**config.mk**
```make
export PLATFORM = sky130hd
export DESIGN_NAME = intr_level_ctrl
export DESIGN_NICKNAME = d
export VERILOG_FILES = /design/src/rtl/intr_level_ctrl.sv
export SDC_FILE = /design/constraint.sdc
export NUM_CORES = 1
export LEC_CHECK = 0
export CORE_ASPECT_RATIO = 1.2
export CORE_MARGIN = 4
export CORE_UTILIZATION = 45
export CTS_CLUSTER_SIZE = 12
export DETAILED_ROUTE_END_ITERATION = 8
export PLACE_DENSITY = 0.82
export SLEW_MARGIN = 20
export SYNTH_ARGS = -nofsm -noshare
export SYNTH_HDL_FRONTEND = slang
export SYNTH_SLANG_ARGS = --single-unit
```
**constraint.sdc**
```tcl
create_clock -name clk -period 8.8 [get_ports clk]
set_input_delay 2.2 -clock clk [delete_from_list [all_inputs] [get_ports clk]]
set_output_delay 2.2 -clock clk [all_outputs]
set_load 0.05 [all_outputs]
```
**src/rtl/intr_level_ctrl.sv**
```systemverilog
module intr_level_ctrl #(
  parameter logic [31:0] SP_INIT   = 32'h0000_8000,
  parameter logic [7:0]  AUTO_BASE = 8'd24,
  parameter logic [7:0]  TRAP_BASE = 8'd32
) (
  input  logic        clk,
  input  logic        rst_n,
  input  logic [7:1]  irq,
  input  logic        iack_auto,
  input  logic [7:0]  iack_vec,
  input  logic        trap_req,
  input  logic [3:0]  trap_num,
  input  logic        rte_req,
  input  logic        sr_load,
  input  logic [15:0] sr_wdata,
  input  logic [31:0] pc_in,
  output logic        mem_req,
  output logic        mem_we,
  output logic        mem_long,
  output logic [31:0] mem_addr,
  output logic [31:0] mem_wdata,
  input  logic [31:0] mem_rdata,
  input  logic        mem_ack,
  output logic [15:0] sr,
  output logic [31:0] sp,
  output logic        busy,
  output logic        redirect,
  output logic [31:0] new_pc
);

  typedef enum logic [2:0] {IDLE, PUSH_PC, PUSH_SR, FETCH, POP_SR, POP_PC} st_t;

  st_t         st;
  logic [15:0] sr_q, sr_sv;
  logic [31:0] sp_q, pc_q, npc_q;
  logic [7:0]  vec_q;
  logic        nmi_pend, irq7_q, redir_q;
  logic [2:0]  mlvl, acc_lvl;
  logic        idle, take_irq, take_rte;

  always_comb begin
    mlvl = 3'd0;
    for (int i = 1; i < 7; i++)
      if (irq[i]) mlvl = 3'(i);
  end

  assign idle     = (st == IDLE);
  assign take_irq = idle && (nmi_pend || (mlvl > sr_q[10:8]));
  assign take_rte = idle && !take_irq && rte_req;
  assign acc_lvl  = nmi_pend ? 3'd7 : mlvl;

  always_ff @(posedge clk or negedge rst_n) begin
    if (!rst_n) begin
      st       <= IDLE;
      sr_q     <= 16'h2700;
      sp_q     <= SP_INIT;
      pc_q     <= '0;
      sr_sv    <= '0;
      vec_q    <= '0;
      npc_q    <= '0;
      nmi_pend <= 1'b0;
      irq7_q   <= 1'b0;
      redir_q  <= 1'b0;
    end else begin
      irq7_q   <= irq[7];
      nmi_pend <= (nmi_pend && !take_irq) || (irq[7] && !irq7_q);
      redir_q  <= 1'b0;
      case (st)
        IDLE: begin
          if (take_irq) begin
            pc_q  <= pc_in;
            sr_sv <= sr_q;
            vec_q <= iack_auto ? AUTO_BASE + {5'd0, acc_lvl} : iack_vec;
            sr_q  <= {sr_q[15:14], 1'b1, sr_q[12:11], acc_lvl, sr_q[7:0]};
            st    <= PUSH_PC;
          end else if (take_rte) begin
            st <= POP_SR;
          end else if (trap_req) begin
            pc_q     <= pc_in;
            sr_sv    <= sr_q;
            vec_q    <= TRAP_BASE + {4'd0, trap_num};
            sr_q[13] <= 1'b1;
            st       <= PUSH_PC;
          end else if (sr_load) begin
            sr_q <= sr_wdata;
          end
        end
        PUSH_PC: if (mem_ack) st <= PUSH_SR;
        PUSH_SR: if (mem_ack) begin
          sp_q <= sp_q - 32'd6;
          st   <= FETCH;
        end
        FETCH: if (mem_ack) begin
          npc_q   <= mem_rdata;
          redir_q <= 1'b1;
          st      <= IDLE;
        end
        POP_SR: if (mem_ack) begin
          sr_q <= mem_rdata[15:0];
          st   <= POP_PC;
        end
        POP_PC: if (mem_ack) begin
          npc_q   <= mem_rdata;
          redir_q <= 1'b1;
          sp_q    <= sp_q + 32'd6;
          st      <= IDLE;
        end
        default: st <= IDLE;
      endcase
    end
  end

  always_comb begin
    case (st)
      PUSH_PC: mem_addr = sp_q - 32'd4;
      PUSH_SR: mem_addr = sp_q - 32'd6;
      FETCH:   mem_addr = {22'd0, vec_q, 2'b00};
      POP_PC:  mem_addr = sp_q + 32'd2;
      default: mem_addr = sp_q;
    endcase
  end

  assign mem_req   = !idle;
  assign mem_we    = (st == PUSH_PC) || (st == PUSH_SR);
  assign mem_long  = (st == PUSH_PC) || (st == FETCH) || (st == POP_PC);
  assign mem_wdata = (st == PUSH_PC) ? pc_q : {16'd0, sr_sv};
  assign sr        = sr_q;
  assign sp        = sp_q;
  assign busy      = !idle;
  assign redirect  = redir_q;
  assign new_pc    = npc_q;

endmodule

```
==> flow_summary_export.csv <==
group,metric,value,unit
global_routing,grt_overflow,0,
synth,synth.most_common_cell,"nand2_1",
pwr,p_leak,4.826,nW
die,fp.dieArea,23000,um^2
clocking,post_cts_buffers,0,
clocking,worstSkewPairLatency,0.43,ns
timing,rsz0062_at_grt,"no",
timing,clock.fmax,152.7,MHz
route,drt-vias-per-instance,6.085,
timing,timing.final.hold_violations,0,
pwr,power_switching,3.214,mW
pwr,max-vdd-ir-drop,0.3153,mV
critical_path,critPathLaunchType,"flop",
critical_path,endpoint_kind,"output pin",
timing,slew_viol_final,0,
pwr,swShare,0.5431,
global_routing,grt_pass1_vias,9502,
die,num_rows,57,
timing,tightest_slew,1.098,ns
synth,synthXorXnorAreaFrac,0.04246,
layout,nFillCells,1752,
global_routing,antenna_found_initial,0,
synth,syn_inst,1051,
timing,fin_crit,6.549,ns
synth,muxShareOfSynthArea,0.1189,
global_routing,grtUsageTotal,0.2864,
clocking,clkTransAtPathRegs,0.06,ns
synth,synth_seq_area_share,0.3808,
synth,synth_ff_type,"dfrtp_1",
timing,whs,0.4296,ns
die,boundaryPins,255,
synth,synth_edf_count,0,
route,antenna_left,0,
synth,synth_top_cell_by_area,"dfrtp_1",
die,core_area,20250,um^2
synth,synth_compound_area_frac,0.1657,
layout,area.growth.synth_to_final,34.22,%
route,first_iter_violations,985,
clocking,clock_sinks,141,
clocking,h-tree-depth,4,
synth,yosys-top-cells-count,"nand2_1 (142), dfrtp_1 (136), mux2_2 (82), nor2_1 (82), a21oi_1 (75)",
synth,yosys.area_share.simple,0.2300,
die,die_height,165.3,um
synth,synth_top_area_share,0.3666,
timing,setup_violations,0,
place,place_hpwl,24070,um
job,cap_violations,0,
layout,fin_nets,1368,
critical_path,cp_max_fo,22,
critical_path,crit_arrival,4.35,ns
pwr,clkPwrFrac,0.123,
synth,synth.area.top_cells,"dfrtp_1 (37%), mux2_2 (9.9%), nand2_1 (5.7%), a21oi_1 (4.0%), nor2_1 (3.3%)",
synth,ys.warnings.count,0,
clocking,postCtsHoldBufs,0,
timing,setup_tns,0,ns
critical_path,required,6.60,ns
pwr,p_comb_frac,0.644,
synth,ys_async_sr_fraction,1.000,
layout,drive_above_1_share,0.1320,
global_routing,grt_pass1_wl,52100,um
die,start_util,0.4583,
route,route.detailed.drc,0,
route,first_pass_iters,5,
clocking,cts_tree,"yes",
route,wl,33330,um
global_routing,grt_max_degree,73,
synth,synth_cell_types,81,
route,wire_per_inst,21.78,um
clocking,cts-root-buf,"clkbuf_16",
run_status,status,"completed",
place,port_buffers,252,
synth,synth_top_family_by_area,"simple AND/OR/NAND/NOR gates",
critical_path,path_class,"reg2out",
clocking,cts_buffers,17,
place,place.gp.congestion,1.067,
pwr,p_int,2.704,mW
synth,ys_ff_latch,141,
pwr,p_per_area,475.0,nW/um^2
timing,finClkSkew,0.01560,ns
timing,max-slew-margin-rel,0.2611,
die,die_w,139.1,um
synth,syn-cell-area,9283,um^2
clocking,postCtsResizedCells,0,
timing,min_period_over_period,0.7442,
synth,syn_avg_cell_area,8.832,um^2
synth,synthAdderAreaFrac,0.01213,
hold_path,hold_path_class,"reg2reg",
layout,n_antenna_cell,0,
pwr,pwr-share-seq,0.233,
route,route.vias.total,9310,
clocking,clockBufferDepth,2,
==> critical path: stages, from the launching register on <==
cell and delay (ns):
dfrtp_1 0.74, buf_4 0.36, nor3b_4 0.74, a22oi_1 0.23, nor2_1 0.43, a41o_1 0.26, mux2i_1 0.07, o21ai_0 0.24
clkdlybuf4s50_1 0.86
==> kinds of logic after synthesis <==
kind of cell	after synthesis
simple gates	414
compound gates	240
other cells	1
fa+ha+maj	9
flops	141
mux	100
buf+inv	101
xor+xnor	45
==> layer usage <==
| metal | vias to the layer above | track usage | share of wire |
|---|---|---|---|
| met1 | 4404 | 0.3259 | 0.36 |
| met3 | 127 | 0.08641 | 0.10 |
| met5 | - | 0 | 0 |
| met4 | 0 | 0.1370 | 0.049 |
| met2 | 572 | 0.4951 | 0.49 |
| li1 | 4207 | - | - |
==> path summary, 6_finish.rpt <==
check                       start      endpoint  slack (ns)  cells past startpoint
min in group asynchronous   rst_n    new_pc[21]        1.80                      1
setup / recovery            st[0]  mem_addr[24]        2.25                      8
hold / removal             irq7_q      nmi_pend        0.43                      1
setup reg to reg            st[2]        sp[23]        5.23                      7
hold reg to reg            irq7_q      nmi_pend        0.43                      1
max in group asynchronous   rst_n     new_pc[2]        5.61                      2
==> power groups by stage <==
stage	clock, mW	sequential, mW	combinational (mW)
floorplan	0	1.74	2.19
global placement	0	1.36	3.76
detailed placement	0	1.38	3.79
CTS	0.734	1.37	3.81
global route	0.766	1.43	4.04
finish	0.727	1.38	3.81
==> flip-flops by register name (all words and copies together), names as in the netlist <==
signal    count
new_pc       32
pc_q         32
sp           31
sr           16
sr_sv        16
vec_q         8
st            3
irq7_q        1
nmi_pend      1
redirect      1
==> layout by cell type (no fill, tap or decap), types with 13 or more instances in the layout <==
| master | n |
|---|---|
| mux2_2 | 82 |
| clkdlybuf4s50_1 | 251 |
| o21ai_0 | 59 |
| nor3_1 | 26 |
| a21oi_1 | 73 |
| dfrtp_1 | 135 |
| nand4_1 | 18 |
| nand3_1 | 26 |
| nor4_1 | 19 |
| nor2_1 | 82 |
| buf_4 | 14 |
| inv_1 | 16 |
| mux2i_1 | 18 |
| and2_1 | 22 |
| xor2_1 | 17 |
| nand2_1 | 142 |
| clkbuf_16 | 17 |
| and3_1 | 13 |
| xnor2_1 | 28 |
==> per-stage QoR <==
| stage | power (mW) | utilization | cell area, um^2 | worst slack, ns | std cells |
|---|---|---|---|---|---|
| 4_1_cts | 5.914 | 0.6151 | 12460 | 2.318 | 1530 |
| 3_5_place_dp | 5.173 | 0.5867 | 11880 | 2.773 | 1499 |
| 5_1_grt | 6.229 | 0.6151 | 12460 | 2.082 | 1530 |
| 6_report | 5.918 | 0.6151 | 12460 | 2.251 | 1530 |
| 3_3_place_gp | 5.118 | 0.5867 | 11880 | 2.828 | 1499 |
| 2_1_floorplan | 3.936 | - | 9286 | 3.179 | 1052 |
==> final cells by class <==
| type | instances | area, um^2 | share of cell area |
|---|---|---|---|
| Clock buffer | 17 | 425.4 | 0.03414 |
| Multi-Input combinational cell | 810 | 5323 | 0.4272 |
| Tap cell | 265 | 331.6 | 0.02661 |
| Timing Repair Buffer | 266 | 2629 | 0.2110 |
| Sequential cell | 141 | 3536 | 0.2838 |
| Inverter | 17 | 63.81 | 0.005122 |
| Clock inverter | 14 | 151.4 | 0.01215 |
Power figures use the tool's default switching activity.
